==> src/rtl/i2cst_pkg.sv <==
package i2cst_pkg;

  typedef enum logic [2:0] {
    ST_IDLE,   // receive mode, waiting for START
    ST_ADDR,   // shifting in the address frame
    ST_AWAIT,  // matched, waiting for SCL low to present ack
    ST_AACK,   // driving the ack slot
    ST_TLOAD,  // transmit: holding SCL until a byte is ready
    ST_TBIT,   // transmit: shifting out data bits
    ST_TACK,   // transmit: sampling the controller's ack
    ST_PARK    // finished or released: lines free until START/STOP
  } st_t;

  // Upper seven bits of a frame name the target
  function automatic logic addr_hit(input logic [7:0] frame, input logic [6:0] own);
    return frame[7:1] == own;
  endfunction

  // Next MSB-first shifter value
  function automatic logic [7:0] shift_msb(input logic [7:0] v);
    return {v[6:0], 1'b0};
  endfunction

endpackage

==> src/rtl/i2cst_sync.sv <==
module i2cst_sync #(
  parameter int STAGES = 2
) (
  input  logic clk,
  input  logic rst_n,
  input  logic d,
  output logic q
);
  logic [STAGES-1:0] chain;

  genvar g;
  generate
    for (g = 0; g < STAGES; g++) begin : g_stage
      if (g == 0) begin : g_first
        always_ff @(posedge clk or negedge rst_n)
          if (!rst_n) chain[0] <= 1'b1;
          else        chain[0] <= d;
      end else begin : g_next
        always_ff @(posedge clk or negedge rst_n)
          if (!rst_n) chain[g] <= 1'b1;
          else        chain[g] <= chain[g-1];
      end
    end
  endgenerate

  assign q = chain[STAGES-1];
endmodule

==> src/rtl/i2cst_edges.sv <==
module i2cst_edges (
  input  logic clk,
  input  logic rst_n,
  input  logic scl_s,
  input  logic sda_s,
  output logic scl_rise,
  output logic scl_fall,
  output logic start_ev,
  output logic stop_ev
);
  logic scl_q, sda_q;

  always_ff @(posedge clk or negedge rst_n)
    if (!rst_n) begin
      scl_q <= 1'b1;
      sda_q <= 1'b1;
    end else begin
      scl_q <= scl_s;
      sda_q <= sda_s;
    end

  assign scl_rise = scl_s & ~scl_q;
  assign scl_fall = ~scl_s & scl_q;
  assign start_ev = scl_s & scl_q & sda_q & ~sda_s;
  assign stop_ev  = scl_s & scl_q & ~sda_q & sda_s;
endmodule

==> src/rtl/i2cst_target.sv <==
module i2cst_target
  import i2cst_pkg::*;
#(
  parameter logic [6:0] OWN_ADDR    = 7'h3A,
  parameter int         SYNC_STAGES = 2
) (
  input  logic       clk,
  input  logic       rst_n,
  input  logic       scl_i,
  input  logic       sda_i,
  output logic       scl_oe,
  output logic       sda_oe,
  input  logic       ack_lvl,
  input  logic       tx_wr,
  input  logic [7:0] tx_data,
  input  logic       tend_clr,
  input  logic       tdre_clr,
  input  logic       dir_clr,
  input  logic       rx_rd,
  output logic       dir,
  output logic       tdre,
  output logic       tend,
  output logic [7:0] rx_data
);
  localparam int BYTE_BITS = 8;
  localparam int CNT_W     = $clog2(BYTE_BITS);
  localparam logic [CNT_W-1:0] LAST_BIT = CNT_W'(BYTE_BITS - 1);
  localparam logic [CNT_W-1:0] CNT_ONE  = CNT_W'(1);

  logic scl_s, sda_s;
  logic scl_rise, scl_fall, start_ev, stop_ev;

  i2cst_sync #(.STAGES(SYNC_STAGES)) u_scl_sync (.clk(clk), .rst_n(rst_n), .d(scl_i), .q(scl_s));
  i2cst_sync #(.STAGES(SYNC_STAGES)) u_sda_sync (.clk(clk), .rst_n(rst_n), .d(sda_i), .q(sda_s));

  i2cst_edges u_edges (
    .clk(clk), .rst_n(rst_n), .scl_s(scl_s), .sda_s(sda_s),
    .scl_rise(scl_rise), .scl_fall(scl_fall),
    .start_ev(start_ev), .stop_ev(stop_ev)
  );

  st_t              state;
  logic [7:0]       shreg, txbuf;
  logic [CNT_W-1:0] bitcnt;
  logic             buf_full, nack, ack_bit;

  // Named internal events for the checker
  logic [7:0] frame;
  logic       hit_ev, tend_set;
  assign frame    = {shreg[6:0], sda_s};
  assign hit_ev   = (state == ST_ADDR) && scl_rise && (bitcnt == LAST_BIT)
                    && addr_hit(frame, OWN_ADDR);
  assign tend_set = (state == ST_TACK) && scl_rise && !buf_full;

  assign scl_oe = (state == ST_TLOAD);
  assign sda_oe = ((state == ST_AACK) && !ack_bit) ||
                  ((state == ST_TBIT) && !shreg[7]);

  always_ff @(posedge clk or negedge rst_n) begin
    if (!rst_n) begin
      state    <= ST_IDLE;
      shreg    <= '0;
      txbuf    <= '0;
      bitcnt   <= '0;
      buf_full <= 1'b0;
      nack     <= 1'b0;
      ack_bit  <= 1'b0;
      dir      <= 1'b0;
      tdre     <= 1'b0;
      tend     <= 1'b0;
      rx_data  <= '0;
    end else begin
      // host strobes
      if (tx_wr) begin
        txbuf    <= tx_data;
        buf_full <= 1'b1;
        tdre     <= 1'b0;
      end
      if (tend_clr) tend <= 1'b0;
      if (tdre_clr) tdre <= 1'b0;
      if (dir_clr)  dir  <= 1'b0;

      // bus side
      if (stop_ev) begin
        state    <= ST_IDLE;
        dir      <= 1'b0;
        buf_full <= 1'b0;
      end else if (start_ev) begin
        state  <= ST_ADDR;
        bitcnt <= '0;
      end else begin
        unique case (state)
          ST_IDLE: ;
          ST_ADDR: if (scl_rise) begin
            shreg  <= frame;
            bitcnt <= bitcnt + CNT_ONE;
            if (bitcnt == LAST_BIT) begin
              if (hit_ev) begin
                rx_data <= frame;
                ack_bit <= ack_lvl;
                state   <= ST_AWAIT;
                if (frame[0]) begin
                  dir      <= 1'b1;
                  tdre     <= 1'b1;
                  buf_full <= 1'b0;
                end
              end else begin
                state <= ST_IDLE;
              end
            end
          end
          ST_AWAIT: if (scl_fall) state <= ST_AACK;
          ST_AACK:  if (scl_fall) state <= rx_data[0] ? ST_TLOAD : ST_IDLE;
          ST_TLOAD: begin
            if (!dir && rx_rd) begin
              state <= ST_PARK;
            end else if (buf_full) begin
              shreg    <= txbuf;
              buf_full <= 1'b0;
              tdre     <= 1'b1;
              bitcnt   <= '0;
              state    <= ST_TBIT;
            end
          end
          ST_TBIT: if (scl_fall) begin
            shreg  <= shift_msb(shreg);
            bitcnt <= bitcnt + CNT_ONE;
            if (bitcnt == LAST_BIT) state <= ST_TACK;
          end
          ST_TACK: begin
            if (scl_rise) begin
              nack <= sda_s;
              if (tend_set) tend <= 1'b1;
            end
            if (scl_fall) state <= nack ? ST_PARK : ST_TLOAD;
          end
          ST_PARK: ;
          default: state <= ST_IDLE;
        endcase
      end
    end
  end
endmodule

==> config.mk <==
export PLATFORM = sky130hd
export DESIGN_NAME = i2cst_target
export DESIGN_NICKNAME = d
export VERILOG_FILES = /design/src/rtl/i2cst_pkg.sv /design/src/rtl/i2cst_sync.sv /design/src/rtl/i2cst_edges.sv /design/src/rtl/i2cst_target.sv
export SDC_FILE = /design/constraint.sdc
export NUM_CORES = 1
export LEC_CHECK = 0
export ABC_CLOCK_PERIOD_IN_PS = 3200
export BUFFER_PORTS_ARGS = -buffer_cell sky130_fd_sc_hd__buf_2
export CAP_MARGIN = 40
export CORE_ASPECT_RATIO = 2
export CORE_UTILIZATION = 59
export DETAILED_ROUTE_END_ITERATION = 8
export PLACE_DENSITY = 0.83
export SLEW_MARGIN = 20
export SYNTH_ARGS = -nofsm -noshare
export SYNTH_HDL_FRONTEND = slang
export SYNTH_SLANG_ARGS = --single-unit
==> constraint.sdc <==
create_clock -name clk -period 3.2 [get_ports clk]
set_clock_uncertainty 0.2 [all_clocks]
set_input_delay 0.16 -clock clk [delete_from_list [all_inputs] [get_ports clk]]
set_output_delay 0.16 -clock clk [all_outputs]
set_load 0.02 [all_outputs]
==> flow_summary.html, run 1 <==
<table>
<tr><th>Metric</th><th>Value</th></tr>
<tr><th colspan="2">Pwr</th></tr>
<tr><td>Worst voltage drop across the vdd grid</td><td>0.607 mV</td></tr>
<tr><td>Total power per unit cell area</td><td>599 nW/um^2</td></tr>
<tr><td>Leakage power</td><td>1.10 nW</td></tr>
<tr><th colspan="2">STA</th></tr>
<tr><td>Min Tclk post-route</td><td>2.28 ns</td></tr>
<tr><td>Headroom to the max-slew limit</td><td>59.5%</td></tr>
<tr><td>Final period util</td><td>71.2%</td></tr>
<tr><td>Total negative slack for setup checks</td><td>0 ns</td></tr>
<tr><td>Max Clock Freq</td><td>439 MHz</td></tr>
<tr><td>Number of failing setup endpoints in the final timing report</td><td>0</td></tr>
<tr><td>Final Max Tran Viols</td><td>0</td></tr>
<tr><td>Final hold violations</td><td>0</td></tr>
<tr><td>Unrepaired setup endpoints after global routing</td><td>no</td></tr>
<tr><td>Slew at the pin closest to its max-slew limit</td><td>0.607 ns</td></tr>
<tr><th colspan="2">Floorplanning</th></tr>
<tr><td>Initial core utilization</td><td>61.5%</td></tr>
<tr><td>Vertical die dimension</td><td>82.6 um</td></tr>
<tr><td>Count of pins on the block boundary</td><td>31</td></tr>
<tr><td>Die width</td><td>42.3 um</td></tr>
<tr><td>Die Footprint</td><td>3500 um^2</td></tr>
<tr><td>Core area</td><td>3120 um^2</td></tr>
<tr><td>Number of rows in the core area</td><td>29</td></tr>
<tr><th colspan="2">Drt</th></tr>
<tr><td>Final Routed Wirelength</td><td>4110 um</td></tr>
<tr><td>Remaining number of nets flagged by the antenna check after routing</td><td>0</td></tr>
<tr><td>Vias post-DR</td><td>1399</td></tr>
<tr><td>Remaining DRCs</td><td>0</td></tr>
<tr><td>Post-detailed-route via-to-cell ratio</td><td>5.71</td></tr>
<tr><td>Routed WL per cell</td><td>16.8 um</td></tr>
<tr><td>Number of optimization iterations in the first detailed-route pass</td><td>4</td></tr>
<tr><td>Detailed router's first-iteration violation count</td><td>21</td></tr>
<tr><th colspan="2">CTS</th></tr>
<tr><td>Latest clock arrival within the worst-skew pair</td><td>0.30 ns</td></tr>
<tr><td>Number of CTS-inserted buffers</td><td>5</td></tr>
<tr><td>Post CTS Setup Buffer Count</td><td>0</td></tr>
<tr><td>Buffer depth of the longest clock path</td><td>2</td></tr>
<tr><td>CTS H-tree lvls</td><td>2</td></tr>
<tr><td>CTS tree</td><td>built</td></tr>
<tr><td>Cell at the root of the clock tree</td><td>clkbuf_8</td></tr>
<tr><td>Quantity of gates resized following cts</td><td>0</td></tr>
<tr><td>Clock-pin slew on the worst setup and hold paths</td><td>0.08 ns</td></tr>
<tr><td>Clock sinks</td><td>42</td></tr>
<tr><th colspan="2">Yosys</th></tr>
<tr><td>Mapped cell area</td><td>1920 um^2</td></tr>
<tr><td>Post-synth top flop</td><td>dfrtp_1</td></tr>
<tr><td>Gate count after technology mapping</td><td>166</td></tr>
<tr><td>Warnings from Yosys</td><td>0</td></tr>
<tr><td>Sequential element share of the synthesized area</td><td>55.2%</td></tr>
<tr><td>Flip-flop and latch count after synthesis</td><td>42</td></tr>
<tr><td>Number of synthesized flops with an enable pin</td><td>0</td></tr>
<tr><td>Fraction of registers with async set or reset after synthesis</td><td>100%</td></tr>
<tr><td>Net count after synthesis</td><td>186</td></tr>
<tr><td>Mean area per synthesized cell</td><td>11.6 um^2</td></tr>
<tr><td>Distinct cells, synth</td><td>48</td></tr>
<tr><th colspan="2">Min path</th></tr>
<tr><td>Worst min-delay path startpoint</td><td>tx_wr</td></tr>
<tr><td>Endpoint, Worst Hold</td><td>tdre</td></tr>
<tr><td>Hold Path Class</td><td>in -&gt; reg</td></tr>
<tr><td>Hold path depth</td><td>2</td></tr>
<tr><th colspan="2">Layout</th></tr>
<tr><td>Sequential cell area in the final layout</td><td>1060 um^2</td></tr>
<tr><td>Most common cell after layout, fill and taps aside</td><td>dfrtp_1</td></tr>
<tr><td>Fin area</td><td>2340 um^2</td></tr>
<tr><td># fillers</td><td>221</td></tr>
<tr><td>Antenna cells</td><td>0</td></tr>
<tr><td>Leading cell types in the layout, fill and taps excluded</td><td>36 x dfrtp_1, 30 x buf_2, 18 x nor2_1, 15 x dlygate4sd3_1, 10 x a21oi_1</td></tr>
<tr><td>Growth of design area from synthesis to finish</td><td>21.9%</td></tr>
<tr><td>Multi-input combinational cell area</td><td>773 um^2</td></tr>
<tr><td>Fraction of layout cells with a size suffix above 1</td><td>31.8%</td></tr>
<tr><td>Fin nets</td><td>233</td></tr>
<tr><th colspan="2">Place</th></tr>
<tr><td>Post-placement cell area</td><td>2070 um^2</td></tr>
<tr><td>GP Congestion</td><td>0.910</td></tr>
<tr><td>Half-perimeter wire length after placement</td><td>2900 um</td></tr>
<tr><td># port buffers</td><td>30</td></tr>
<tr><th colspan="2">Worst setup path</th></tr>
<tr><td>Worst flop-to-flop path startpoint</td><td>u_scl_sync.q</td></tr>
<tr><td>Worst setup SP type</td><td>flop</td></tr>
<tr><td>Minimum setup slack among reg-to-reg paths</td><td>0.92 ns</td></tr>
<tr><td>Data required, critical path</td><td>3.22 ns</td></tr>
<tr><td>Worst Path Max Fanout</td><td>16</td></tr>
<tr><td>Endpoint class of the critical path</td><td>flop</td></tr>
<tr><td>Path depth of the worst reg2reg path</td><td>5</td></tr>
<tr><td>Arrival time at the worst endpoint</td><td>2.30 ns</td></tr>
<tr><td>Worst setup path startpoint</td><td>u_scl_sync.q</td></tr>
<tr><td>Worst Setup Path Type</td><td>reg -&gt; reg</td></tr>
<tr><td>R2R Path End</td><td>shreg[0]</td></tr>
<tr><th colspan="2">Global route</th></tr>
<tr><td>Number of antenna violations at the first check in global routing</td><td>0</td></tr>
<tr><td>Residual overflow from global routing</td><td>0</td></tr>
<tr><td>Maximum number of pins on one net before global-route repair</td><td>32</td></tr>
<tr><td>Number of global-route vias before repair</td><td>1431</td></tr>
<tr><td>First-pass GRT wire length</td><td>6510 um</td></tr>
<tr><td>Global routing usage summed across all routing layers</td><td>25.7%</td></tr>
<tr><th colspan="2">Run</th></tr>
<tr><td>Maximum Capacitance Violations</td><td>0</td></tr>
<tr><th colspan="2">Outcome</th></tr>
<tr><td>Outcome</td><td>complete, no violations</td></tr>
</table>
==> state kept, by name (all words and copies together), names as in the netlist <==
name	count
rx_data	8
shreg	8
txbuf	8
bitcnt	3
state	3
ack_bit	1
buf_full	1
dir	1
nack	1
tdre	1
tend	1
u_edges.scl_q	1
u_edges.sda_q	1
u_scl_sync.chain	1
u_scl_sync.q	1
u_sda_sync.chain	1
u_sda_sync.q	1
==> cells in the mapped netlist (2+ instances only) <==
| cell | instances | share of area [%] |
|---|---|---|
| nor2_1 | 18 | 3.5 |
| ha_1 | 2 | 1.3 |
| mux2_2 | 9 | 5.3 |
| nor2_2 | 2 | 0.65 |
| inv_1 | 7 | 1.4 |
| a22oi_1 | 2 | 0.78 |
| nand3_1 | 3 | 0.78 |
| nand4_1 | 2 | 0.65 |
| buf_2 | 2 | 0.52 |
| a21o_1 | 2 | 0.78 |
| nand3b_1 | 2 | 0.78 |
| nand2b_1 | 5 | 1.6 |
| o21ai_0 | 7 | 1.8 |
| nand2_1 | 7 | 1.4 |
| a21oi_2 | 2 | 0.91 |
| buf_6 | 2 | 1.2 |
| a21oi_1 | 10 | 2.6 |
| dfstp_2 | 6 | 8.2 |
| and2_1 | 4 | 1.3 |
| dfrtp_1 | 36 | 47 |
| clkbuf_1 | 2 | 0.39 |
| mux2i_1 | 7 | 3.7 |
| nor2b_1 | 2 | 0.65 |
==> critical path, cell delays in order, from the launching register on <==
cell      delay, ns
dfstp_2        0.59
or3b_4         0.40
a21boi_4       0.22
o21ba_1        0.54
nor2_1         0.08
a21oi_1        0.17
==> cell type report <==
cell class / count / share of cell area (%)
Sequential cell: 42 / 45.3
Clock buffer: 5 / 2.94
Clock inverter: 3 / 1.87
Tap cell: 31 / 1.66
Multi-Input combinational cell: 110 / 33.1
Timing Repair Buffer: 47 / 14.0
Inverter: 7 / 1.12
==> per-layer routing <==
metal | vias to the layer above | global-route usage, % | part of all wire, %
met1 | 692 | 27.3 | 37
met3 | 7 | 4.78 | 2.3
met5 | - | 0 | 0
li1 | 667 | - | -
met4 | 0 | 10.9 | 1.7
met2 | 33 | 48.5 | 59
==> cell families (layout without fill, tap and decap cells) <==
family / after synthesis / in the layout / share of synthesized area (%)
xor gates and xnor gates: 1 / 1 / 0.457
buffers and inverters: 14 / 62 / 4.50
and+or+nand+nor: 55 / 55 / 16.5
adders and majority gates: 2 / 2 / 1.30
muxes: 16 / 16 / 8.94
DFF: 42 / 42 / 55.2
AOI/OAI and AO/OA: 36 / 36 / 13.1
==> where the power goes <==
group          internal, W  switching, W  leakage (nW)
combinational     0.000136      0.000135         0.534
clock             0.000234      0.000184        0.0585
sequential        0.000624     0.0000872         0.503
==> how the worst max path moves through the flow <==
| stage | to | cells past startpoint |
|---|---|---|
| final | shreg[0] | 5 |
| after global routing | shreg[2] | 5 |
| after CTS | shreg[2] | 5 |
| after detailed placement | shreg[0] | 5 |
| after global placement | shreg[0] | 4 |
| after floorplan | shreg[6] | 7 |
==> through the flow <==
stage | hold WS, ns | setup WS, ns | total power (W) | instances | util [%]
floorplan | -0.336 | 1.30 | 0.000893 | 166 | -
finish | 0.0568 | 0.923 | 0.00140 | 245 | 74.9
detailed placement | -0.125 | 0.949 | 0.000967 | 222 | 66.5
global placement | 0.0646 | 1.02 | 0.000942 | 221 | 65.8
CTS | 0.0526 | 0.925 | 0.00140 | 245 | 74.9
global route | 0.0912 | 0.776 | 0.00147 | 245 | 74.9
==> what timing repair did <==
item,CTS,global route
endpoints found under the setup margin,0,0
hold buffers,15,0
hold endpoints to repair,50,0
Power figures use the tool's default switching activity.
==> run 2, diff against run 1 <==
--- a/config.mk
+++ b/config.mk
@@ -5,13 +5,13 @@
 export SDC_FILE = /design/constraint.sdc
 export NUM_CORES = 1
 export LEC_CHECK = 0
-export ABC_CLOCK_PERIOD_IN_PS = 3200
+export ABC_CLOCK_PERIOD_IN_PS = 2200
 export BUFFER_PORTS_ARGS = -buffer_cell sky130_fd_sc_hd__buf_2
 export CAP_MARGIN = 40
 export CORE_ASPECT_RATIO = 2
-export CORE_UTILIZATION = 59
+export CORE_UTILIZATION = 55
 export DETAILED_ROUTE_END_ITERATION = 8
-export PLACE_DENSITY = 0.83
+export PLACE_DENSITY = 0.78
 export SLEW_MARGIN = 20
 export SYNTH_ARGS = -nofsm -noshare
 export SYNTH_HDL_FRONTEND = slang
==> constraint.sdc (replaced) <==
create_clock -name clk -period 2.2 [get_ports clk]
set_clock_uncertainty 0.2 [all_clocks]
set_input_delay 0.11 -clock clk [delete_from_list [all_inputs] [get_ports clk]]
set_output_delay 0.11 -clock clk [all_outputs]
set_load 0.02 [all_outputs]
==> run 2 against run 1 <==
The run now ends with DRC left. Non-clock buffer count is 5 higher. Count of clock-buffer cells in the layout did not move. Combinational power is 43% higher. Final area is 1.9% higher. Final cell count rose by 2.4%. Hold slack worse by 0.038 ns. Fmax increased by 11%. Critical path depth rose by 1. Clock power increased by 41%. Register-to-register slack worse by 0.77 ns. Largest cell class unchanged. Largest power group unchanged.
==> flow_summary.html, run 2 (synthesis gave the netlist of run 1 again) <==
<table>
<tr><th>Metric</th><th>Value</th></tr>
<tr><th colspan="2">CTS</th></tr>
<tr><td>Latest clock arrival within the worst-skew pair</td><td>0.29 ns (about the same)</td></tr>
<tr><td>Post CTS Setup Buffer Count</td><td>0 (unchanged)</td></tr>
<tr><td>Clock-pin slew on the worst setup and hold paths</td><td>0.08 ns (about the same)</td></tr>
<tr><td>CTS tree</td><td>built</td></tr>
<tr><td>CTS H-tree lvls</td><td>2 (unchanged)</td></tr>
<tr><td>Clock sinks</td><td>42 (unchanged)</td></tr>
<tr><td>Number of CTS-inserted buffers</td><td>5 (unchanged)</td></tr>
<tr><td>Cell at the root of the clock tree</td><td>clkbuf_8</td></tr>
<tr><td>Buffer depth of the longest clock path</td><td>2 (unchanged)</td></tr>
<tr><th colspan="2">STA</th></tr>
<tr><td>Total negative slack for setup checks</td><td>0 ns (unchanged)</td></tr>
<tr><td>Hold slack final</td><td>0.0191 ns (-0.0378 ns)</td></tr>
<tr><td>Final period util</td><td>93.1% (+22 points)</td></tr>
<tr><td>Slew at the pin closest to its max-slew limit</td><td>0.396 ns (-0.211 ns)</td></tr>
<tr><td>Unrepaired setup endpoints after global routing</td><td>no</td></tr>
<tr><td>Final hold violations</td><td>0 (unchanged)</td></tr>
<tr><td>Max Clock Freq</td><td>488 MHz (+11%)</td></tr>
<tr><td>Min Tclk post-route</td><td>2.05 ns (-0.230 ns)</td></tr>
<tr><td>Final Max Tran Viols</td><td>0 (unchanged)</td></tr>
<tr><td>Headroom to the max-slew limit</td><td>73.6% (+14 points)</td></tr>
<tr><td>Number of failing setup endpoints in the final timing report</td><td>0 (unchanged)</td></tr>
<tr><th colspan="2">Floorplanning</th></tr>
<tr><td>Count of pins on the block boundary</td><td>31 (unchanged)</td></tr>
<tr><td>Number of rows in the core area</td><td>30 (+3.4%)</td></tr>
<tr><td>Core area</td><td>3340 um^2 (+7.1%)</td></tr>
<tr><td>Die Footprint</td><td>3740 um^2 (+7.0%)</td></tr>
<tr><td>Initial core utilization</td><td>57.4% (-4.1 points)</td></tr>
<tr><td>Die width</td><td>43.8 um (+3.4%)</td></tr>
<tr><td>Vertical die dimension</td><td>85.5 um (+3.5%)</td></tr>
<tr><th colspan="2">Pwr</th></tr>
<tr><td>Worst voltage drop across the vdd grid</td><td>0.651 mV (+7.3%)</td></tr>
<tr><td>Leakage power</td><td>1.12 nW (+2.1%)</td></tr>
<tr><td>Total power per unit cell area</td><td>841 nW/um^2 (+41%)</td></tr>
<tr><th colspan="2">Global route</th></tr>
<tr><td>Residual overflow from global routing</td><td>0 (unchanged)</td></tr>
<tr><td>Maximum number of pins on one net before global-route repair</td><td>36 (+13%)</td></tr>
<tr><td>Grt met1 use</td><td>28.4% (+1.1 points)</td></tr>
<tr><td>Global routing usage summed across all routing layers</td><td>23.9% (-1.8 points)</td></tr>
<tr><td>Number of antenna violations at the first check in global routing</td><td>0 (unchanged)</td></tr>
<tr><td>Routing usage on met3</td><td>4.00% (-0.78 points)</td></tr>
<tr><td>First-pass GRT wire length</td><td>6560 um (+0.85%)</td></tr>
<tr><td>GR met2 Demand/Resource</td><td>41.2% (-7.2 points)</td></tr>
<tr><td>Number of global-route vias before repair</td><td>1439 (+0.56%)</td></tr>
<tr><td>Most Crowded Layer GR</td><td>met2</td></tr>
<tr><th colspan="2">Worst setup path</th></tr>
<tr><td>Arrival time at the worst endpoint</td><td>2.06 ns (-0.24 ns)</td></tr>
<tr><td>Endpoint class of the critical path</td><td>flop</td></tr>
<tr><td>Worst setup path startpoint</td><td>u_scl_sync.q</td></tr>
<tr><td>Worst flop-to-flop path startpoint</td><td>u_scl_sync.q</td></tr>
<tr><td>Worst Path Max Fanout</td><td>16 (unchanged)</td></tr>
<tr><td>Data required, critical path</td><td>2.21 ns (-1.01 ns)</td></tr>
<tr><td>Worst Setup Path Type</td><td>reg -&gt; reg</td></tr>
<tr><td>Worst setup SP type</td><td>flop</td></tr>
<tr><th colspan="2">Outcome</th></tr>
<tr><td>Failing checks</td><td>DRC</td></tr>
<tr><td>Outcome</td><td>finished, violations left</td></tr>
<tr><th colspan="2">Layout</th></tr>
<tr><td>Final cell utilization of the core</td><td>71.3% (-3.6 points)</td></tr>
<tr><td>Antenna cells</td><td>0 (unchanged)</td></tr>
<tr><td>Fraction of layout cells with a size suffix above 1</td><td>32.9% (+1.1 points)</td></tr>
<tr><td>Non-Filler Instances</td><td>251 (+2.4%)</td></tr>
<tr><td>Most common cell after layout, fill and taps aside</td><td>dfrtp_1</td></tr>
<tr><td># fillers</td><td>241 (+9.0%)</td></tr>
<tr><td>Fin area</td><td>2380 um^2 (+1.9%)</td></tr>
<tr><td>Largest registers</td><td>rx_data: 8 flops, shreg: 8 flops, txbuf: 8 flops</td></tr>
<tr><td>Leading cell types in the layout, fill and taps excluded</td><td>36 x dfrtp_1, 30 x buf_2, 18 x nor2_1, 16 x dlygate4sd3_1, 10 x a21oi_1</td></tr>
<tr><td>Growth of design area from synthesis to finish</td><td>24.1%</td></tr>
<tr><td>Fin nets</td><td>238 (+2.1%)</td></tr>
<tr><th colspan="2">Run</th></tr>
<tr><td>Maximum Capacitance Violations</td><td>0 (unchanged)</td></tr>
<tr><th colspan="2">Place</th></tr>
<tr><td>Instance count after placement with tap cells included</td><td>227 (+2.3%)</td></tr>
<tr><td>Half-perimeter wire length after placement</td><td>2870 um (-0.75%)</td></tr>
<tr><td>GP Congestion</td><td>0.953 (+4.7%)</td></tr>
<tr><td># port buffers</td><td>30 (unchanged)</td></tr>
<tr><td>Post-placement cell area</td><td>2110 um^2 (+1.5%)</td></tr>
<tr><th colspan="2">Drt</th></tr>
<tr><td>Post-detailed-route via-to-cell ratio</td><td>5.71 (about the same)</td></tr>
<tr><td>Routed WL per cell</td><td>15.7 um (-6.7%)</td></tr>
<tr><td>Detailed router's first-iteration violation count</td><td>37 (+76%)</td></tr>
<tr><td>Remaining number of nets flagged by the antenna check after routing</td><td>0 (unchanged)</td></tr>
<tr><td>Remaining DRCs</td><td>1 (+1)</td></tr>
<tr><td>Final Routed Wirelength</td><td>3930 um (-4.4%)</td></tr>
<tr><td>Vias post-DR</td><td>1433 (+2.4%)</td></tr>
<tr><td>Number of optimization iterations in the first detailed-route pass</td><td>6 (+2)</td></tr>
<tr><th colspan="2">Min path</th></tr>
<tr><td>Hold Path Class</td><td>in -&gt; reg</td></tr>
<tr><td>Worst min-delay path startpoint</td><td>tx_wr</td></tr>
</table>
-- run 2: final cells by class --
class                   count  area, um^2  area share, %
multi-input cells         110         779           32.7
clock inverters             3        40.0           1.68
flip-flops and latches     42        1060           44.5
well taps                  32        40.0           1.68
inverters                   7        26.3           1.10
repair buffers             52         368           15.4
clock buffers               5        68.8           2.89
-- run 2: worst paths after layout --
check / end / slack (ns) / depth (start not counted)
max in group asynchronous: state[1] / 0.93 / 3
min: buf_full / 0.02 / 3
max reg2reg: shreg[1] / 0.15 / 6
max: shreg[1] / 0.15 / 6
min reg2reg: u_scl_sync.q / 0.15 / 0
min in group asynchronous: dir / 0.12 / 3
-- run 2: power breakdown --
part           internal [W]  switching, W
clock network      0.000334      0.000253
logic              0.000201      0.000187
registers          0.000907      0.000121
-- run 2: critical path, stage by stage (launching register included) --
cell      delay, ns
dfstp_2        0.60
or3b_4         0.41
a21boi_4       0.21
o21ba_1        0.14
buf_4          0.21
nor2_1         0.06
a21oi_1        0.13
-- run 2: timing repair --
action / CTS / global route
setup endpoints to repair: 0 / 1
hold buffers: 16 / 0
endpoints found under the hold margin: 56 / 0
gates resized for setup: 0 / 1
-- run 2: through the flow --
step,total power (W),setup slack (ns)
2_1_floorplan,0.00130,0.300
3_3_place_gp,0.00138,0.210
3_5_place_dp,0.00141,0.174
4_1_cts,0.00202,0.138
5_1_grt,0.00212,0.0198
6_report,0.00200,0.152
-- run 2: routing by layer --
| metal | vias to the layer above | share of wire [%] |
|---|---|---|
| met1 | 698 | 37 |
| met5 | - | 0 |
| met3 | 9 | 3.5 |
| met2 | 41 | 57 |
| li1 | 685 | - |
| met4 | 0 | 2.6 |
